### config.mk
export PLATFORM = sky130hd
export DESIGN_NAME = regcmd_decoder
export DESIGN_NICKNAME = d
export VERILOG_FILES = /design/src/rtl/regcmd_pkg.sv /design/src/rtl/regcmd_parser.sv /design/src/rtl/regcmd_regfile.sv /design/src/rtl/regcmd_rsp_fifo.sv /design/src/rtl/regcmd_decoder.sv
export SDC_FILE = /design/constraint.sdc
export NUM_CORES = 1
export LEC_CHECK = 0
export BUFFER_PORTS_ARGS = -buffer_cell sky130_fd_sc_hd__buf_2
export CORE_ASPECT_RATIO = 1.1
export CORE_UTILIZATION = 45
export DETAILED_ROUTE_END_ITERATION = 8
export MAX_ROUTING_LAYER = met4
export PLACE_DENSITY_LB_ADDON = 0.12
export SLEW_MARGIN = 10
export SYNTH_ARGS = -nofsm -noshare
export SYNTH_HDL_FRONTEND = slang
export SYNTH_SLANG_ARGS = --single-unit
### constraint.sdc
create_clock -name clk -period 7.1 [get_ports clk]
set_clock_uncertainty 0.05 [all_clocks]
set_input_delay 1.42 -clock clk [delete_from_list [all_inputs] [get_ports clk]]
set_output_delay 1.42 -clock clk [all_outputs]
set_load 0.1 [all_outputs]
### src/rtl/regcmd_pkg.sv
package regcmd_pkg;

  localparam int NIB_W  = 4;
  localparam int BYTE_W = 8;

  localparam logic [7:0] REG_ID       = 8'h00;
  localparam logic [7:0] REG_SCRATCH  = 8'h01;
  localparam logic [7:0] REG_MODE     = 8'h02;
  localparam logic [7:0] REG_POS_BASE = 8'h03;

  typedef enum logic [2:0] {
    CMD_NONE,
    CMD_ADDR_LO,
    CMD_ADDR_HI,
    CMD_DATA_LO,
    CMD_DATA_WR,
    CMD_READ
  } cmd_kind_e;

  typedef struct packed {
    cmd_kind_e        kind;
    logic             inc;
    logic [NIB_W-1:0] nib;
  } cmd_t;

  // Operation lives in the upper nibble; bit 7 marks post-read increment.
  function automatic cmd_t decode_cmd(input logic [BYTE_W-1:0] b);
    cmd_t c;
    c.nib  = b[NIB_W-1:0];
    c.inc  = 1'b0;
    c.kind = CMD_NONE;
    unique case (b[7:4])
      4'h0:      c.kind = CMD_ADDR_LO;
      4'h1:      c.kind = CMD_ADDR_HI;
      4'h2:      c.kind = CMD_DATA_LO;
      4'h3:      c.kind = CMD_DATA_WR;
      4'h4,
      4'hC: begin
        c.kind = CMD_READ;
        c.inc  = b[7];
      end
      default:   c.kind = CMD_NONE;
    endcase
    return c;
  endfunction

  function automatic logic [BYTE_W-1:0] next_addr(input logic [BYTE_W-1:0] a);
    return a + 8'd1;
  endfunction

endpackage

### src/rtl/regcmd_parser.sv
module regcmd_parser
  import regcmd_pkg::*;
(
  input  logic              clk,
  input  logic              rst_n,
  input  logic              cmd_valid,
  input  logic [BYTE_W-1:0] cmd_byte,
  input  logic              accept_ok,
  output logic              wr_fire,
  output logic [BYTE_W-1:0] wr_addr,
  output logic [BYTE_W-1:0] wr_data,
  output logic              rd_fire,
  output logic              rd_inc,
  output logic [BYTE_W-1:0] rd_addr,
  output logic [BYTE_W-1:0] addr_q
);

  cmd_t             cmd;
  logic             take;
  logic [NIB_W-1:0] lo_nib_q;

  assign cmd  = decode_cmd(cmd_byte);
  assign take = cmd_valid && accept_ok;

  always_ff @(posedge clk) begin
    if (!rst_n) begin
      addr_q   <= '0;
      lo_nib_q <= '0;
    end else if (take) begin
      case (cmd.kind)
        CMD_ADDR_LO: addr_q[NIB_W-1:0]      <= cmd.nib;
        CMD_ADDR_HI: addr_q[BYTE_W-1:NIB_W] <= cmd.nib;
        CMD_DATA_LO: lo_nib_q               <= cmd.nib;
        CMD_READ:    if (cmd.inc) addr_q    <= next_addr(addr_q);
        default:     ;
      endcase
    end
  end

  assign wr_fire = take && (cmd.kind == CMD_DATA_WR);
  assign wr_addr = addr_q;
  assign wr_data = {cmd.nib, lo_nib_q};
  assign rd_fire = take && (cmd.kind == CMD_READ);
  assign rd_inc  = rd_fire && cmd.inc;
  assign rd_addr = addr_q;

endmodule

### src/rtl/regcmd_regfile.sv
module regcmd_regfile
  import regcmd_pkg::*;
#(
  parameter int              POS_W    = 24,
  parameter logic [BYTE_W-1:0] ID_VALUE = 8'hA6
) (
  input  logic              clk,
  input  logic              rst_n,
  input  logic              wr_fire,
  input  logic [BYTE_W-1:0] wr_addr,
  input  logic [BYTE_W-1:0] wr_data,
  input  logic [BYTE_W-1:0] rd_addr,
  output logic [BYTE_W-1:0] rd_data,
  input  logic [POS_W-1:0]  trig_pos,
  input  logic [POS_W-1:0]  stop_pos,
  output logic [BYTE_W-1:0] scratch_q,
  output logic [BYTE_W-1:0] mode_q
);

  localparam int POS_BYTES = (POS_W + BYTE_W - 1) / BYTE_W;
  localparam int POS_PAD   = POS_BYTES * BYTE_W;
  localparam int NPOS      = 2 * POS_BYTES;

  logic [POS_PAD-1:0] trig_pad;
  logic [POS_PAD-1:0] stop_pad;
  logic [BYTE_W-1:0]  pos_bytes [NPOS];

  assign trig_pad = POS_PAD'(trig_pos);
  assign stop_pad = POS_PAD'(stop_pos);

  // Trigger bytes first, then stop bytes, each least significant first.
  for (genvar i = 0; i < POS_BYTES; i++) begin : g_pos
    assign pos_bytes[i]             = trig_pad[BYTE_W*i +: BYTE_W];
    assign pos_bytes[POS_BYTES + i] = stop_pad[BYTE_W*i +: BYTE_W];
  end

  always_ff @(posedge clk) begin
    if (!rst_n) begin
      scratch_q <= '0;
      mode_q    <= '0;
    end else if (wr_fire) begin
      case (wr_addr)
        REG_SCRATCH: scratch_q <= wr_data;
        REG_MODE:    mode_q    <= wr_data;
        default:     ;
      endcase
    end
  end

  always_comb begin
    rd_data = '0;
    case (rd_addr)
      REG_ID:      rd_data = ID_VALUE;
      REG_SCRATCH: rd_data = scratch_q;
      REG_MODE:    rd_data = mode_q;
      default: begin
        for (int i = 0; i < NPOS; i++) begin
          if (rd_addr == BYTE_W'(int'(REG_POS_BASE) + i)) rd_data = pos_bytes[i];
        end
      end
    endcase
  end

endmodule

### src/rtl/regcmd_rsp_fifo.sv
module regcmd_rsp_fifo #(
  parameter int DEPTH = 4,
  parameter int W     = 8,
  localparam int PW   = (DEPTH > 1) ? $clog2(DEPTH) : 1,
  localparam int CW   = $clog2(DEPTH + 1)
) (
  input  logic         clk,
  input  logic         rst_n,
  input  logic         push,
  input  logic [W-1:0] push_data,
  output logic         in_ready,
  output logic         out_valid,
  output logic [W-1:0] out_data,
  input  logic         out_ready,
  output logic [CW-1:0] count
);

  logic [W-1:0]  mem [DEPTH];
  logic [PW-1:0] wr_ptr;
  logic [PW-1:0] rd_ptr;
  logic          do_push;
  logic          do_pop;

  function automatic logic [PW-1:0] bump(input logic [PW-1:0] p);
    return (p == PW'(DEPTH - 1)) ? '0 : p + PW'(1);
  endfunction

  assign in_ready  = (count != CW'(DEPTH));
  assign out_valid = (count != '0);
  assign out_data  = mem[rd_ptr];
  assign do_push   = push && in_ready;
  assign do_pop    = out_valid && out_ready;

  always_ff @(posedge clk) begin
    if (do_push) mem[wr_ptr] <= push_data;
  end

  always_ff @(posedge clk) begin
    if (!rst_n) begin
      wr_ptr <= '0;
      rd_ptr <= '0;
      count  <= '0;
    end else begin
      if (do_push) wr_ptr <= bump(wr_ptr);
      if (do_pop)  rd_ptr <= bump(rd_ptr);
      case ({do_push, do_pop})
        2'b10:   count <= count + CW'(1);
        2'b01:   count <= count - CW'(1);
        default: ;
      endcase
    end
  end

endmodule

### src/rtl/regcmd_decoder.sv
module regcmd_decoder
  import regcmd_pkg::*;
#(
  parameter int                RSP_DEPTH = 4,
  parameter int                POS_W     = 24,
  parameter logic [BYTE_W-1:0] ID_VALUE  = 8'hA6
) (
  input  logic              clk,
  input  logic              rst_n,
  input  logic              cmd_valid,
  input  logic [BYTE_W-1:0] cmd_byte,
  output logic              cmd_ready,
  output logic              rsp_valid,
  output logic [BYTE_W-1:0] rsp_byte,
  input  logic              rsp_ready,
  input  logic [POS_W-1:0]  trig_pos,
  input  logic [POS_W-1:0]  stop_pos,
  output logic [BYTE_W-1:0] mode_o
);

  localparam int CW = $clog2(RSP_DEPTH + 1);

  logic              wr_fire;
  logic [BYTE_W-1:0] wr_addr;
  logic [BYTE_W-1:0] wr_data;
  logic              rd_fire;
  logic              rd_inc;
  logic [BYTE_W-1:0] rd_addr;
  logic [BYTE_W-1:0] rd_data;
  logic [BYTE_W-1:0] addr_q;
  logic [BYTE_W-1:0] scratch_q;
  logic [CW-1:0]     rsp_count;

  regcmd_parser u_parser (
    .clk       (clk),
    .rst_n     (rst_n),
    .cmd_valid (cmd_valid),
    .cmd_byte  (cmd_byte),
    .accept_ok (cmd_ready),
    .wr_fire   (wr_fire),
    .wr_addr   (wr_addr),
    .wr_data   (wr_data),
    .rd_fire   (rd_fire),
    .rd_inc    (rd_inc),
    .rd_addr   (rd_addr),
    .addr_q    (addr_q)
  );

  regcmd_regfile #(
    .POS_W    (POS_W),
    .ID_VALUE (ID_VALUE)
  ) u_regs (
    .clk       (clk),
    .rst_n     (rst_n),
    .wr_fire   (wr_fire),
    .wr_addr   (wr_addr),
    .wr_data   (wr_data),
    .rd_addr   (rd_addr),
    .rd_data   (rd_data),
    .trig_pos  (trig_pos),
    .stop_pos  (stop_pos),
    .scratch_q (scratch_q),
    .mode_q    (mode_o)
  );

  regcmd_rsp_fifo #(
    .DEPTH (RSP_DEPTH),
    .W     (BYTE_W)
  ) u_rsp (
    .clk       (clk),
    .rst_n     (rst_n),
    .push      (rd_fire),
    .push_data (rd_data),
    .in_ready  (cmd_ready),
    .out_valid (rsp_valid),
    .out_data  (rsp_byte),
    .out_ready (rsp_ready),
    .count     (rsp_count)
  );

endmodule

# ---- Yosys cells after proc, flatten, opt, wreduce, memory -nomap -nowiden
# Memory sizes are Yosys's and may differ from the RTL's. A register that Yosys moved wholly into a read port is not among the register bits.
# Index checks and enable logic that the tools add are counted.
# Widths: inputs -> output; s select.
dict set report classes {
  mul 0
  bitwise_logic 0
  muxes 19
  n_eq_ne 24
  shifts 0
  add_sub_neg 5
  n_lt_le_gt_ge 0
  reduce_logical 17
  n_div 0
}
# op n
set op_table {}
lappend op_table {{$mux 8} 7}
lappend op_table {{$eq 8x3->1 const B} 4}
lappend op_table {{$pmux 8 s3} 1}
lappend op_table {{$eq 8x2->1 const B} 2}
lappend op_table {{$pmux 4 s2} 2}
lappend op_table {{$pmux 3 s5} 1}
lappend op_table {{$add 8x1->8 const B} 1}
lappend op_table {{$eq 4x2->1 const B} 2}
lappend op_table {{$eq 8x1->1 const B} 1}
lappend op_table {{$eq 8x4->1 const B} 1}
lappend op_table {{$logic_not 8->1} 1}
lappend op_table {{$mux 2} 4}
lappend op_table {{$eq 2x2->1 const B} 3}
lappend op_table {{$eq 3x2->1 const B} 2}
lappend op_table {{$eq 3x3->1 const B} 2}
lappend op_table {{$pmux 3 s2} 1}
lappend op_table {{$reduce_and 2->1} 3}
lappend op_table {{$reduce_and 3->1} 2}
lappend op_table {{$reduce_bool 2->1} 3}
lappend op_table {{$logic_and 1x1->1} 5}
lappend op_table {{$add 2x1->2 const B} 2}
lappend op_table {{$eq 4x1->1 const B} 1}
lappend op_table {{$eq 4x3->1 const B} 1}
lappend op_table {{$eq 4x4->1 const B} 1}
lappend op_table {{other kinds (10)} 12}
dict set report totals {
  inputBits 60
  latch_bits 0
  out_inout_bits 18
  word_cells 74
  register_bits 35
  rom_bits 0
  mem_bits_rw 32
  mem_count 1
}
# memory words width rd rd_ports_with_merged_regs wr line
set memory_table {}
lappend memory_table {u_rsp.mem 4 8 1 1 1 regcmd_rsp_fifo.sv:18} ;# logic [W-1:0] mem [DEPTH];

# ---- Depth between registers and ports, before layout
dict set report depth {
  depth_word 8
  ltp_mapped 11
}

# ---- Hierarchy
# A second synthesis with hierarchy kept.
dict set report unflattened {
  cells_unflattened 347
  area_unflattened_um2 3809.9
}
# module n_inst cells_per_inst area_each_um2
set by_module_without_submodules {}
lappend by_module_without_submodules {regcmd_rsp_fifo 1 98 1652.8}
lappend by_module_without_submodules {regcmd_regfile 1 144 1291.2}
lappend by_module_without_submodules {regcmd_parser 1 105 865.8}

# ---- Worst setup path before layout
# Ideal clock, no wire load.
dict set report synth_path {
  kind {input -> register}
  start {input cmd_byte[6]}
  end {register u_rsp.count[2]}
  t_arrival_ps 3084
  setup_slack_ps 3896
  t_required_ps 6979
  stages 10
  setup_ps 71
  cell_sequence {nor3b_4 and3_1 buf_2 inv_2 ha_1 inv_1 fa_1 xor2_1 or3_1 a21oi_1}
}
dict set report synth_between {
  elab_chain_cells 8
  elab_cells_between_ends 15
  cone_classes {8 x eq/ne; 2 x mux; 5 x reduce/logical}
}
# item line
set synth_lines {}
lappend synth_lines {{start: declaration} regcmd_decoder.sv:11} ;# input logic [BYTE_W-1:0] cmd_byte,
lappend synth_lines {{$eq 4x3->1 / $eq 4x4->1 (equally long branches)} regcmd_pkg.sv:32} ;# unique case (b[7:4])
lappend synth_lines {{$reduce_or 2->1} regcmd_pkg.sv:32}
lappend synth_lines {{$pmux 3 s5 *} regcmd_pkg.sv:32}
lappend synth_lines {{$eq 3x3->1 *} regcmd_parser.sv:43} ;# assign rd_fire = take && (cmd.kind == CMD_READ);
lappend synth_lines {{$logic_and 1x1->1 *} regcmd_parser.sv:43}
lappend synth_lines {{$logic_and 1x1->1 *} regcmd_rsp_fifo.sv:31} ;# assign do_push = push && in_ready;
lappend synth_lines {{$eq 2x1->1 / $eq 2x2->1 (equally long branches)} regcmd_rsp_fifo.sv:46} ;# case ({do_push, do_pop})
lappend synth_lines {{$pmux 3 s2 / $reduce_bool 2->1 (equally long branches)} n/a}
lappend synth_lines {{end signal: assignment} regcmd_rsp_fifo.sv:47} ;# 2'b10: count <= count + CW'(1);
lappend synth_lines {{end signal: assignment} regcmd_rsp_fifo.sv:48} ;# 2'b01: count <= count - CW'(1);
lappend synth_lines {{end: declaration} regcmd_rsp_fifo.sv:15} ;# output logic [CW-1:0] count
# Mark *: on every way between the ends. The rest lies on a longest branch, timed or not.
# A chain may end at the register's enable or synchronous reset.

==> Implementation_results.wiki <==
{| class="wikitable"
! Metric !! Value
|-
| Result of the run || finished clean
|-
| Via Count || 3331
|-
| Clock share of power || 33.4%
|-
| Number of hold violations in the final report || 0
|-
| I/O Pins || 78
|-
| Summed instance area of the synthesized netlist || 3900 um^2
|-
| Switching power || 267 uW
|-
| Later-pin clock latency in the skew report || 0.34 ns
|-
| Clock Tree Root || clkbuf_8
|-
| ANT cells || 0
|-
| Total global routing overflow || 0
|-
| Leakage || 0.00169 uW
|-
| Count of pins over their slew limit || 0
|-
| Gates resized, CTS repair || 0
|-
| Post-place setup slack || 3.54 ns
|-
| # hold bufs at CTS || 0
|-
| Finish-stage setup viols || 0
|-
| Fraction of layout instances using a drive strength above 1 || 25.3%
|-
| Maximum single-stage delay on the critical path || 0.66 ns
|-
| Register bit count reported by yosys || 69
|-
| Post-synthesis area per instance || 9.74 um^2
|-
| Maximum buffer depth of the clock tree || 2
|-
| Power Internal || 603 uW
|-
| Worst setup SP type || flop
|-
| Relative slew slack || 32.5%
|-
| Synth unique cells || 68
|-
| Die Area || 9050 um^2
|-
| Total Nets Final || 533
|-
| Vias in the first global route || 3248
|-
| Worst hold path type || flop to flop
|-
| Via-per-instance ratio || 5.76
|-
| Arrival time reported for the critical path endpoint || 1.91 ns
|-
| TritonCTS Buffers || 9
|-
| Commonest register cell after synthesis || dfxtp_1
|-
| Count of maximum capacitance violations || 0
|-
| Routed wire length || 9890 um
|-
| Combinational share of power || 16.9%
|-
| CTS tree || done
|-
| Starting utilization of the core area || 46.4%
|-
| Sequential-to-total area share from yosys stat || 43.6%
|-
| Achievable Freq || 296 MHz
|-
| Number of design rule violations left after detail routing || 0
|-
| Setup tns final || 0 ns
|-
| Initial antenna violation count || 0
|-
| Iter 0 DRT Violations || 232
|-
| Sequence of cells on the critical path || mux4_2 -> buf_2
|-
| Maximum number of pins on one net before global-route repair || 33
|-
| Vertical extent of the die || 99.7 um
|-
| Level count of the clock H-tree || 3
|-
| Critical path capture point type || output pin
|-
| CP max-delay cell || dfxtp_1
|-
| Global placement routability congestion || 0.892
|-
| Highest fanout seen on the critical path || 8
|-
| Post-layout minimum cycle time || 3.38 ns
|-
| Growth of design area from synthesis to finish || 14.9%
|-
| Smallest setup slack after layout || 3.72 ns
|-
| Cells on Worst Hold Path || 2
|-
| Worst supply voltage drop on vdd || 110 uV
|-
| Floorplan Core Area || 8410 um^2
|-
| Transition time at the pin with the least slew margin || 1.01 ns
|-
| Unrepaired setup endpoints after global routing || no
|-
| Total track usage || 23.2%
|-
| Data required time at the worst endpoint || 5.63 ns
|-
| Die span in x || 90.8 um
|-
| R2r worst-path depth || 6
|-
| Net Sw Frac || 30.7%
|-
| Gate Count Post-Synth || 401
|-
| PD cells || 194 nW/um^2
|-
| Total half-perimeter wirelength after legalization and detailed placement || 7430 um
|-
| Final instance area || 4490 um^2
|-
| Cell area reported after detailed placement || 4310 um^2
|-
| Final period utilization || 47.6%
|-
| Global-route wire length before repair || 15900 um
|-
| FP Rows || 35
|-
| Routed wirelength normalized by instance count || 17.1 um
|-
| Setup CP Type || flop to output pin
|-
| Number of setup buffers added after CTS || 0
|-
| Sequential share of power || 49.7%
|-
| Async set-reset flop share out of synthesis || 0%
|-
| Number of clock sinks || 69
|-
| First-pass iteration count of the detailed router || 4
|-
| Antenna Nets Post-Route || 0
|-
| Port bufs || 77
|-
| Mapped Nets || 472
|-
| YS warnings || 0
|-
| Post-synth EDFFs || 32
|-
| Register clock-pin slew on the reported worst setup and hold paths || 0.09 ns
|}
## cell usage after synthesis (5+ instances only)
cell type | number | area [um^2]
and2_1 | 5 | 31.3
nand3_1 | 24 | 120
o211ai_1 | 7 | 52.6
edfxtp_1 | 32 | 961
ha_1 | 10 | 125
clkbuf_1 | 19 | 71.3
nand4_1 | 10 | 62.6
or3_1 | 5 | 31.3
o22ai_1 | 7 | 43.8
nor2b_1 | 8 | 50.1
nor2_1 | 20 | 75.1
o21ai_0 | 24 | 120
dfxtp_1 | 37 | 741
inv_1 | 15 | 56.3
mux2i_1 | 6 | 60.1
and3_1 | 12 | 75.1
a21oi_1 | 37 | 185
buf_2 | 5 | 25.0
nor3_1 | 6 | 30.0
nand2_1 | 25 | 93.8
mux4_2 | 8 | 180
## registers in the layout (all words and copies together), names as in the netlist, named ones only
signal,cells
u_rsp.count,3
u_rsp.mem,32
u_parser.lo_nib_q,4
u_regs.mode_q,8
u_regs.scratch_q,8
u_rsp.rd_ptr,2
u_rsp.wr_ptr,2
u_parser.addr_q,8
## power by group through the flow
stage	sequential (uW)	combinational (uW)	clock [uW]
3_5_place_dp	442	147	0
6_report	433	147	291
5_1_grt	434	158	310
4_1_cts	433	147	295
3_3_place_gp	442	145	0
2_1_floorplan	436	112	0
## metrics by stage
step | hold slack (ns) | cells | total power, uW | util [%]
global placement | 0.412 | 562 | 587 | 51.2
global route | 0.453 | 578 | 903 | 53.4
floorplan | 0.399 | 401 | 547 | -
detailed placement | 0.415 | 562 | 589 | 51.2
finish | 0.422 | 578 | 870 | 53.4
CTS | 0.425 | 578 | 875 | 53.4
## kinds of logic (layout without fill, tap and decap cells)
group,after synthesis,count (layout),share of synthesized area [%]
adder cells (fa/ha/maj),11,11,3.72
AND/OR/NAND/NOR,148,148,22.3
buffers and inverters,44,110,4.78
XOR/XNOR,3,3,0.673
flip-flops,69,69,43.6
AO/OA/AOI/OAI,112,112,18.8
multiplexers,14,14,6.15
## layout by cell type, fill, tap and decap left out, types with 3 or more instances in the layout
| cell | netlist | final |
|---|---|---|
| edfxtp_1 | 32 | 32 |
| nand2b_1 | 4 | 4 |
| ha_1 | 10 | 10 |
| nand4b_1 | 4 | 4 |
| mux4_2 | 8 | 8 |
| inv_6 | 0 | 4 |
| nand4_1 | 10 | 10 |
| and2_1 | 5 | 5 |
| clkbuf_8 | 0 | 9 |
| nor3_1 | 6 | 6 |
| o22ai_1 | 7 | 7 |
| and4_1 | 3 | 3 |
| inv_1 | 15 | 15 |
| buf_2 | 5 | 77 |
| a21oi_1 | 37 | 37 |
| nand2_1 | 25 | 25 |
| o21ai_0 | 24 | 24 |
| dfxtp_1 | 37 | 37 |
| a22oi_1 | 3 | 3 |
| mux2i_1 | 6 | 6 |
| o211ai_1 | 7 | 7 |
| nand3b_1 | 4 | 4 |
| nor3b_1 | 3 | 3 |
| or2_2 | 3 | 3 |
| or3_1 | 5 | 5 |
| nor2_1 | 20 | 20 |
| and3_1 | 12 | 12 |
| nand3_1 | 24 | 24 |
| nor2b_1 | 8 | 8 |
## path summary, 6_finish.rpt
path,startpoint,endpoint,slack [ns]
hold / removal,u_regs.scratch_q[6],u_regs.scratch_q[6],0.42
hold reg to reg,u_regs.scratch_q[6],u_regs.scratch_q[6],0.42
setup reg to reg,u_parser.addr_q[0],u_rsp.mem[0][0],4.23
setup / recovery,flop,rsp_byte[1],3.72
## cell type report
class | instances | area, um^2
clock inverter | 7 | 53.8
inverter | 16 | 60.1
sequential | 69 | 1700
multi-input combinational | 288 | 2020
timing repair buffer | 78 | 393
fill | 804 | 3920
clock buffer | 9 | 124
tap | 111 | 139
## layer usage
layer  share of wire [%]  vias to the layer above  global-route usage, %
li1                    -                     1637                      -
met1                  44                     1603                   28.4
met2                  51                       81                   39.8
met3                 3.9                       10                   3.13
met4                 1.2                        0                   7.08
met5                   0                        -                      -
## worst max-delay path: cells and delay by family (launching register included)
kind | cells | cell delay (ns)
DFF | 1 | 0.66
muxes | 1 | 0.58
buffers and inverters | 1 | 0.31
No activity file was read; power rests on OpenSTA's default activity.
